**config.mk**
```make
export PLATFORM = sky130hd
export DESIGN_NAME = xfer_ctl_unit
export DESIGN_NICKNAME = d
export VERILOG_FILES = /design/src/rtl/xfer_ctl_pkg.sv /design/src/rtl/xfer_target_calc.sv /design/src/rtl/xfer_link_gen.sv /design/src/rtl/xfer_slot_seq.sv /design/src/rtl/xfer_ctl_unit.sv
export SDC_FILE = /design/constraint.sdc
export NUM_CORES = 1
export LEC_CHECK = 0
export BUFFER_PORTS_ARGS = -buffer_cell sky130_fd_sc_hd__buf_4
export CAP_MARGIN = 20
export CORE_AREA = 2 2 154 119
export DETAILED_ROUTE_END_ITERATION = 6
export DIE_AREA = 0 0 156 121
export PLACE_DENSITY = 0.79
export SKIP_CTS_REPAIR_TIMING = 1
export SLEW_MARGIN = 5
export SYNTH_ARGS = -nofsm -noshare
export SYNTH_HDL_FRONTEND = slang
export SYNTH_SLANG_ARGS = --single-unit
```
**constraint.sdc**
```tcl
create_clock -name clk -period 3.9 [get_ports clk]
set_input_delay 0.78 -clock clk [delete_from_list [all_inputs] [get_ports clk]]
set_output_delay 0.78 -clock clk [all_outputs]
set_load 0.01 [all_outputs]
```
**src/rtl/xfer_ctl_pkg.sv**
```systemverilog
// Package: shared encodings for the delayed-branch transfer unit.
// Assumes 2-bit codes are fixed by the decoder feeding the unit.
package xfer_ctl_pkg;

    typedef enum logic [1:0] {
        XK_NONE   = 2'b00,
        XK_BRANCH = 2'b01,
        XK_CALL   = 2'b10,
        XK_JMPL   = 2'b11
    } xfer_kind_t;

    typedef enum logic [1:0] {
        DS_IDLE  = 2'b00,
        DS_ARMED = 2'b01,
        DS_FAULT = 2'b10
    } dslot_t;

endpackage

```
**src/rtl/xfer_target_calc.sv**
```systemverilog
// Module: xfer_target_calc
// Computes the redirect address for each transfer kind (combinational).
// Assumes the field is right-aligned and FIELD_W+2 <= AW.
module xfer_target_calc
    import xfer_ctl_pkg::*;
#(
    parameter int AW      = 32,
    parameter int FIELD_W = 30,
    parameter int BR_W    = 22,
    parameter int IMM_W   = 13
) (
    input  xfer_kind_t         kind_i,
    input  logic [FIELD_W-1:0] field_i,
    input  logic [AW-1:0]      pc_i,
    input  logic [AW-1:0]      rs1_i,
    input  logic [AW-1:0]      rs2_i,
    input  logic               use_imm_i,
    output logic [AW-1:0]      target_o
);

    logic [AW-1:0] call_off;
    logic [AW-1:0] br_off;
    logic [AW-1:0] imm_ext;

    // Sign-extend the word displacements and the immediate to address width.
    always_comb begin
        call_off = AW'($signed({field_i, 2'b00}));
        br_off   = AW'($signed({field_i[BR_W-1:0], 2'b00}));
        imm_ext  = AW'($signed(field_i[IMM_W-1:0]));
    end

    // Select the target by transfer kind.
    always_comb begin
        unique case (kind_i)
            XK_CALL:   target_o = pc_i + call_off;
            XK_BRANCH: target_o = pc_i + br_off;
            XK_JMPL:   target_o = rs1_i + (use_imm_i ? imm_ext : rs2_i);
            default:   target_o = pc_i;
        endcase
    end

endmodule

```
**src/rtl/xfer_link_gen.sv**
```systemverilog
// Module: xfer_link_gen
// Produces the one-cycle link-register write for an accepted transfer.
// Assumes accept_i is high only for a transfer taken in the idle state.
module xfer_link_gen
    import xfer_ctl_pkg::*;
#(
    parameter int AW       = 32,
    parameter int RIDX_W   = 5,
    parameter int CALL_REG = 15
) (
    input  logic              clk,
    input  logic              rst_n,
    input  logic              accept_i,
    input  xfer_kind_t        kind_i,
    input  logic [RIDX_W-1:0] rd_i,
    input  logic [AW-1:0]     pc_i,
    output logic              link_we_o,
    output logic [RIDX_W-1:0] link_idx_o,
    output logic [AW-1:0]     link_data_o
);

    localparam logic [RIDX_W-1:0] CALL_IDX = RIDX_W'(CALL_REG);
    localparam logic [RIDX_W-1:0] ZERO_IDX = '0;

    logic [RIDX_W-1:0] dest;
    logic              wants_link;

    // Pick the destination register and decide whether a write is needed.
    always_comb begin
        dest       = (kind_i == XK_CALL) ? CALL_IDX : rd_i;
        wants_link = ((kind_i == XK_CALL) || (kind_i == XK_JMPL)) && (dest != ZERO_IDX);
    end

    // Register the write strobe, index and the transfer's own address.
    always_ff @(posedge clk) begin
        if (!rst_n) begin
            link_we_o   <= 1'b0;
            link_idx_o  <= '0;
            link_data_o <= '0;
        end else begin
            link_we_o <= accept_i && wants_link;
            if (accept_i && wants_link) begin
                link_idx_o  <= dest;
                link_data_o <= pc_i;
            end
        end
    end

    // A link write never targets the hardwired zero register.
    p_no_zero_link_r6: assert property (@(posedge clk) disable iff (!rst_n)
        link_we_o |-> (link_idx_o != ZERO_IDX));

endmodule

```
**src/rtl/xfer_slot_seq.sv**
```systemverilog
// Module: xfer_slot_seq
// Delay-slot sequencer: arms a redirect, commits it after a clean slot,
// drops it on a slot exception, and rejects overlapping requests.
// Assumes one retirement per adv_i cycle, in program order.
module xfer_slot_seq
    import xfer_ctl_pkg::*;
#(
    parameter int              AW       = 32,
    parameter logic [AW-1:0]   RESET_PC = '0,
    parameter int              INSN_B   = 4
) (
    input  logic          clk,
    input  logic          rst_n,
    input  logic          adv_i,
    input  xfer_kind_t    kind_i,
    input  logic          slot_exc_i,
    input  logic [AW-1:0] pc_i,
    input  logic [AW-1:0] target_i,
    output logic          accept_o,
    output logic [AW-1:0] next_pc_o,
    output dslot_t        state_o,
    output logic          taken_o,
    output logic          overlap_err_o
);

    localparam logic [AW-1:0] STEP = AW'(INSN_B);

    logic [AW-1:0] target_q;
    logic          has_req;
    logic [AW-1:0] seq_pc;

    // Decode acceptance of a new transfer and the fall-through address.
    always_comb begin
        has_req  = (kind_i != XK_NONE);
        accept_o = adv_i && has_req && (state_o == DS_IDLE);
        seq_pc   = pc_i + STEP;
    end

    // Advance the delay state, the next PC and the one-cycle pulses.
    always_ff @(posedge clk) begin
        if (!rst_n) begin
            state_o       <= DS_IDLE;
            next_pc_o     <= RESET_PC;
            target_q      <= '0;
            taken_o       <= 1'b0;
            overlap_err_o <= 1'b0;
        end else begin
            taken_o       <= 1'b0;
            overlap_err_o <= 1'b0;
            if (state_o == DS_FAULT) begin
                state_o <= DS_IDLE;
            end
            if (adv_i) begin
                unique case (state_o)
                    DS_IDLE: begin
                        next_pc_o <= seq_pc;
                        if (has_req) begin
                            state_o  <= DS_ARMED;
                            target_q <= target_i;
                        end
                    end
                    DS_ARMED: begin
                        overlap_err_o <= has_req;
                        if (slot_exc_i) begin
                            state_o   <= DS_FAULT;
                            next_pc_o <= seq_pc;
                        end else begin
                            state_o   <= DS_IDLE;
                            next_pc_o <= target_q;
                            taken_o   <= 1'b1;
                        end
                    end
                    default: begin
                        next_pc_o     <= seq_pc;
                        overlap_err_o <= has_req;
                    end
                endcase
            end
        end
    end

    // The new PC is loaded only with the delay state back at idle.
    p_redirect_idle_r7: assert property (@(posedge clk) disable iff (!rst_n)
        taken_o |-> (state_o == DS_IDLE));

    // The fault state lasts exactly one cycle.
    p_fault_clears_r8: assert property (@(posedge clk) disable iff (!rst_n)
        (state_o == DS_FAULT) |=> (state_o == DS_IDLE));

    // Without a retirement the next PC holds and no redirect pulses.
    p_hold_no_adv_r10: assert property (@(posedge clk) disable iff (!rst_n)
        (!adv_i && state_o != DS_FAULT) |=> ($stable(next_pc_o) && !taken_o && $stable(state_o)));

    // The state never takes the unused encoding.
    p_state_legal_r7: assert property (@(posedge clk) disable iff (!rst_n)
        state_o != dslot_t'(2'b11));

endmodule

```
**src/rtl/xfer_ctl_unit.sv**
```systemverilog
// Module: xfer_ctl_unit (top)
// PC control for delay-slot transfers: branch, call with fixed link
// register, and register-indirect jump-and-link.
// Assumes the decoder supplies kind, field and operands with each retirement.
module xfer_ctl_unit
    import xfer_ctl_pkg::*;
#(
    parameter int            AW       = 32,
    parameter int            FIELD_W  = 30,
    parameter int            BR_W     = 22,
    parameter int            IMM_W    = 13,
    parameter int            RIDX_W   = 5,
    parameter int            CALL_REG = 15,
    parameter logic [31:0]   RESET_PC = 32'h0
) (
    input  logic              clk,
    input  logic              rst_n,
    input  logic              adv_i,
    input  logic [1:0]        kind_i,
    input  logic [FIELD_W-1:0] field_i,
    input  logic [AW-1:0]     rs1_val_i,
    input  logic [AW-1:0]     rs2_val_i,
    input  logic              use_imm_i,
    input  logic [RIDX_W-1:0] rd_i,
    input  logic              slot_exc_i,
    input  logic [AW-1:0]     pc_i,
    output logic [AW-1:0]     next_pc_o,
    output logic              link_we_o,
    output logic [RIDX_W-1:0] link_idx_o,
    output logic [AW-1:0]     link_data_o,
    output logic [1:0]        dly_state_o,
    output logic              taken_o,
    output logic              overlap_err_o
);

    xfer_kind_t    kind;
    logic [AW-1:0] target;
    logic          accept;
    dslot_t        state;

    // Map the raw kind code onto the shared enum.
    always_comb begin
        kind        = xfer_kind_t'(kind_i);
        dly_state_o = state;
    end

    xfer_target_calc #(
        .AW(AW), .FIELD_W(FIELD_W), .BR_W(BR_W), .IMM_W(IMM_W)
    ) u_target (
        .kind_i(kind), .field_i(field_i), .pc_i(pc_i),
        .rs1_i(rs1_val_i), .rs2_i(rs2_val_i), .use_imm_i(use_imm_i),
        .target_o(target)
    );

    xfer_slot_seq #(
        .AW(AW), .RESET_PC(AW'(RESET_PC)), .INSN_B(4)
    ) u_seq (
        .clk(clk), .rst_n(rst_n), .adv_i(adv_i), .kind_i(kind),
        .slot_exc_i(slot_exc_i), .pc_i(pc_i), .target_i(target),
        .accept_o(accept), .next_pc_o(next_pc_o), .state_o(state),
        .taken_o(taken_o), .overlap_err_o(overlap_err_o)
    );

    xfer_link_gen #(
        .AW(AW), .RIDX_W(RIDX_W), .CALL_REG(CALL_REG)
    ) u_link (
        .clk(clk), .rst_n(rst_n), .accept_i(accept), .kind_i(kind),
        .rd_i(rd_i), .pc_i(pc_i), .link_we_o(link_we_o),
        .link_idx_o(link_idx_o), .link_data_o(link_data_o)
    );

    // A link write coincides with the armed delay state.
    p_link_arms_r7: assert property (@(posedge clk) disable iff (!rst_n)
        link_we_o |-> (state == DS_ARMED));

    // A rejected request never produces a link write.
    p_reject_no_link_r9: assert property (@(posedge clk) disable iff (!rst_n)
        overlap_err_o |-> !link_we_o);

    // Link write and redirect never fall in the same cycle.
    p_link_not_taken_r3: assert property (@(posedge clk) disable iff (!rst_n)
        !(link_we_o && taken_o));

endmodule

```
# After elaboration in Yosys (flattened, before gate mapping)
# Index checks and enable logic that the tools add are counted.
# W data, S select, Z words.
# totals
register_bits	106
latchBits	0
mem_bits_rw	0
romBits	0
in_bits	138
out_inout_bits	74
wordCells	41
memories	0
# classes
addsub	4
n_mul	0
div	0
order_cmp	0
n_eq_ne	5
shifts	0
n_mux	11
bitwise_logic	2
reduce_logical	11
# ops
cell	count
$add A32 B32 Y32	3
$mux W32	3
$pmux W32 S3	1
$add A32 B3 Y32 const B	1
$mux W2	4
$eq A2 B2 Y1 const B	3
$reduce_and A3 Y1	2
$mux W5	1
$reduce_bool A5 Y1	1
$eq A2 B1 Y1 const B	2
$logic_and A1 B1 Y1	4
$pmux W2 S2	1
$reduce_or A3 Y1	1
$logic_not A2 Y1	1
$not A1 Y1	2
$reduce_bool A2 Y1	1
$logic_or A1 B1 Y1	1
$mux W1	1

# Logic depth before layout (Yosys ltp)
# logic_depth
ltp_word	5
ltp_mapped	13
mapped_depth_nobuf	13

# Modules after synthesis
# Synthesis repeated with hierarchy kept, for this count alone.
# unflattened
cells_unflattened	1205
hier_area_um2	8974.9
# modules_own_cells
module	instances	cells_per_inst	area_per_inst_um2	seq_area_each_um2
xfer_target_calc	1	632	4184.0	0.0
xfer_slot_seq	1	411	3264.4	1361.3
xfer_link_gen	1	162	1526.5	760.7

# Least setup slack after synthesis
# No wires, ideal clock.
# synth_path
path_kind	in2reg
startpoint	input port use_imm_i
endpoint	register u_seq.target_q[28]
setup_ns	0.074
t_arrival_ns	3.594
required_time_ns	3.826
setup_slack_ns	0.232
stages	10
path_buffers	1
path_cell_list	clkbuf_1 mux2_2 ha_1 a2111o_1 o21ai_1 o21ai_1 a311o_1 a21oi_1 mux2_1 a31oi_1
# synth_between
elab_chain_cells	3
# synth_rtl
item	line_no	rtl
start: declaration	xfer_ctl_unit.sv:23	input logic use_imm_i,
$mux W32	xfer_target_calc.sv:37	XK_JMPL: target_o = rs1_i + (use_imm_i ? imm_ext : rs2_i);
$add A32 B32 Y32	xfer_target_calc.sv:37	
$pmux W32 S3	xfer_target_calc.sv:34	unique case (kind_i)
end signal: assignment	xfer_slot_seq.sv:59	target_q <= target_i;
end: declaration	xfer_slot_seq.sv:28	logic [AW-1:0] target_q;
# Every way passes these cells.
# A chain may end at the register's enable or synchronous reset.

# Worst setup path after layout
# layout_path
startpoint	input port use_imm_i
endpoint	register u_seq.target_q[25]
# Same word-level chain as after synthesis.

==> flow_summary.toml <==
[cts]
cts.clk_slew.worst_paths_ps = 80
cts_max_level = 3
clock-sinks = 106
cts_tree = "built"
clock_latency_ps = 360
cts-root-buf = "clkbuf_16"
cts_buffers = 9
cts_buffer_depth = 2

[logic_synthesis]
synth_async_sr_flop_share_pct = 0
yosys.area_share.xor_xnor_pct = 6.659
postSynthAreaPerCell_um2 = 7.415
post_synth_fa_ha_maj_area_fraction_pct = 10.13
synth-simple-area-share_pct = 22.87
synth_top_family_by_area = "compound AO/OA/AOI/OAI gates"
synth_ff_type = "dfxtp_1"
syn_inst = 1153
ys_ff_latch = 106
synth_top_area_share_pct = 24.82
syn_nets = 1359
synth_compound_area_share_pct = 26.34
syn_area_um2 = 8549
synth_cell_types = 70
synth_area_leaders = "dfxtp_1, ha_1, nand2_1, o21ai_0, a21oi_1"
synth_top_cell_by_area = "dfxtp_1"
synth_mux_area_share_pct = 4.200
ys_warn_count = 0
synth-edff-count = 0
synth_seq_area_share_pct = 24.82

[drt]
wirelength_um = 26550
route.detailed.drc = 0
wire_per_inst_um = 17.08
final_antenna_net_count = 0
num_vias = 9049
post_drt_via_cell_ratio = 5.819
drt_iter0_drc = 611
first_pass_iters = 5

[worst_setup_path]
crit_buf_inv = 1
path_cells = "buf_4, mux2_2, ha_1, and3_1, nand2_1, nor4_1, nor3_1, o21ai_1, a41oi_1, mux2_1, a21oi_1"
cp-start-kind = "input port"
crit_required_ps = 4190
slowest_delay_ps = 460
crit_slowest_cell = "nor4_1"
cp_max_fo = 33
arrival_ps = 3810
crit_family = "simple AND/OR/NAND/NOR gates"
crit_type = "input port to flip-flop"
crit_path_end_kind = "flip-flop"

[pwr]
pwr-share-seq_pct = 36.0
pwr-share-clk_pct = 28.0
swShare_pct = 35.64
switchingPower_w = 0.001193
ir_worst_vdd_mv = 0.2526
p_comb_share_pct = 36.0
total_power_w = 0.003346
internal-power_w = 0.002154
p_leak_nw = 4.769
powerDensity_nw_per_um2 = 314.6

[floorplanning]
core_um2 = 17290
initial_core_util_pct = 49.45
rows = 42
dieArea_um2 = 18880
pin_count = 212
die_h_um = 121
die_w_um = 156

[grt]
antenna_found_initial = 0
grt_usage_pct = 27.27
grt_pass1_wl_um = 41390
grt_max_degree = 48
grt_overflow = 0
first_global_vias = 8207

[layout]
fillers = 1590
final_layout_size_suffix_gt1_share_pct = 19.93
area_growth_pct = 24.43
diodes = 0
nets = 1536

[sta]
final.setup.tns_ps = 0
min_period_over_period_pct = 90.23
skew_ps = 6.833
fin_crit_ps = 3519
fmax_ghz = 0.2842
rsz0062_at_grt = "no"
slew_violations = 0
worst_pin_slew_ps = 1024
slew_headroom_pct = 31.66
setup_viol = 0
setup_slack_ps = 381.0
finalHoldViolCount = 0

[placed_design]
routabilityCongestion = 0.9368
dpl_worst_slack_ps = 25.60
hpwl_um = 20630
io_buffer_count = 211

[job]
cap_violations = 0

[min_path]
hp-class = "flip-flop to flip-flop"

[outcome]
status = "finished, final reports clean"
[per-stage QoR]
step                util (%)  std cells  instance area [µm²]  hold WS [ps]
floorplan                  -       1153                 8549         451.8
global placement       59.79       1539                10340         450.8
detailed placement     59.79       1539                10340         453.7
CTS                    61.53       1555                10640         464.8
global route           61.53       1555                10640         490.1
finish                 61.53       1555                10640         463.2
[cells in the mapped netlist (16+ instances only)]
| library cell | n |
|---|---|
| nand2_1 | 156 |
| dfxtp_1 | 106 |
| o21ai_0 | 105 |
| nor2_1 | 91 |
| a21oi_1 | 86 |
| ha_1 | 66 |
| clkbuf_1 | 58 |
| inv_1 | 53 |
| xnor2_1 | 35 |
| nand3_1 | 32 |
| a21boi_0 | 31 |
| xor2_1 | 30 |
| a21o_1 | 24 |
| and3_1 | 22 |
| mux2i_1 | 19 |
| nor3_1 | 19 |
| and2_1 | 18 |
| nand4_1 | 17 |
| a221oi_1 | 16 |
[cell usage in the layout, fill, tap and decap left out, types with 11 or more instances in the layout]
cell type / n
and2_1: 18
xor2_1: 30
buf_4: 224
mux2i_1: 19
dfxtp_1: 106
inv_1: 53
a21o_1: 24
ha_1: 66
nor3_1: 19
mux2_2: 11
a21oi_1: 85
nand4_1: 17
nand2_1: 156
o21ai_1: 11
nand3_1: 32
nor2_1: 91
a221oi_1: 16
a21boi_0: 31
nor3b_1: 12
and3_1: 22
o21ai_0: 105
xnor2_1: 35
[tightest hold or removal path, cell delays in order (launching register included)]
cell      delay, ps
dfxtp_1         320
nand2_1          50
a21boi_1         50
[power by group through the flow]
stage                     combinational [W]  sequential (W)  clock, W
after global placement              0.00117         0.00123         0
after detailed placement            0.00119         0.00123         0
after global routing                0.00132         0.00121  0.000984
final                               0.00121         0.00120  0.000936
after CTS                           0.00120         0.00120  0.000946
after floorplan                    0.000754         0.00123         0
[sequential cells by signal, indices dropped and copies added (netlist names), named ones only]
| signal | count |
|---|---|
| u_link.link_data_o | 32 |
| u_seq.next_pc_o | 32 |
| u_seq.target_q | 32 |
| u_link.link_idx_o | 5 |
| u_link.link_we_o | 1 |
| u_seq.overlap_err_o | 1 |
| u_seq.state_o | 1 |
| u_seq.taken_o | 1 |
[path summary, 6_finish.rpt]
kind / start / endpoint / slack (ps) / cells after the start
min: u_link.link_data_o[25] / u_link.link_data_o[25] / 460 / 2
max reg2reg: flip-flop / u_link.link_idx_o[1] / 1910 / 5
max: use_imm_i / u_seq.target_q[25] / 380 / 11
min reg2reg: u_link.link_data_o[25] / u_link.link_data_o[25] / 460 / 2
[kinds of logic (layout without fill, tap and decap cells)]
group,after synthesis,in the layout
AND/OR/NAND/NOR,413,413
AO/OA/AOI/OAI,354,354
buffers and inverters,113,295
flip-flops,106,106
adder cells (fa/ha/maj),68,68
XOR/XNOR,65,65
multiplexers,34,34
[layout make-up]
type	instances	area, µm²	area share, %
clock buffer	9	225.2	2.117
clock inverter	7	75.07	0.7057
inverter	53	198.9	1.870
multi-input combinational	934	6020	56.59
sequential	106	2122	19.95
tap	220	275.3	2.588
timing repair buffer	226	1722	16.18
[routing by layer]
layer,GRT usage (%),wire length [µm],up-vias
li1,-,-,4474
met1,36.30,11890,4195
met2,45.88,12240,334
met3,4.214,1769,46
met4,7.798,662,0
met5,0,0,-
Power figures use the tool's default switching activity.
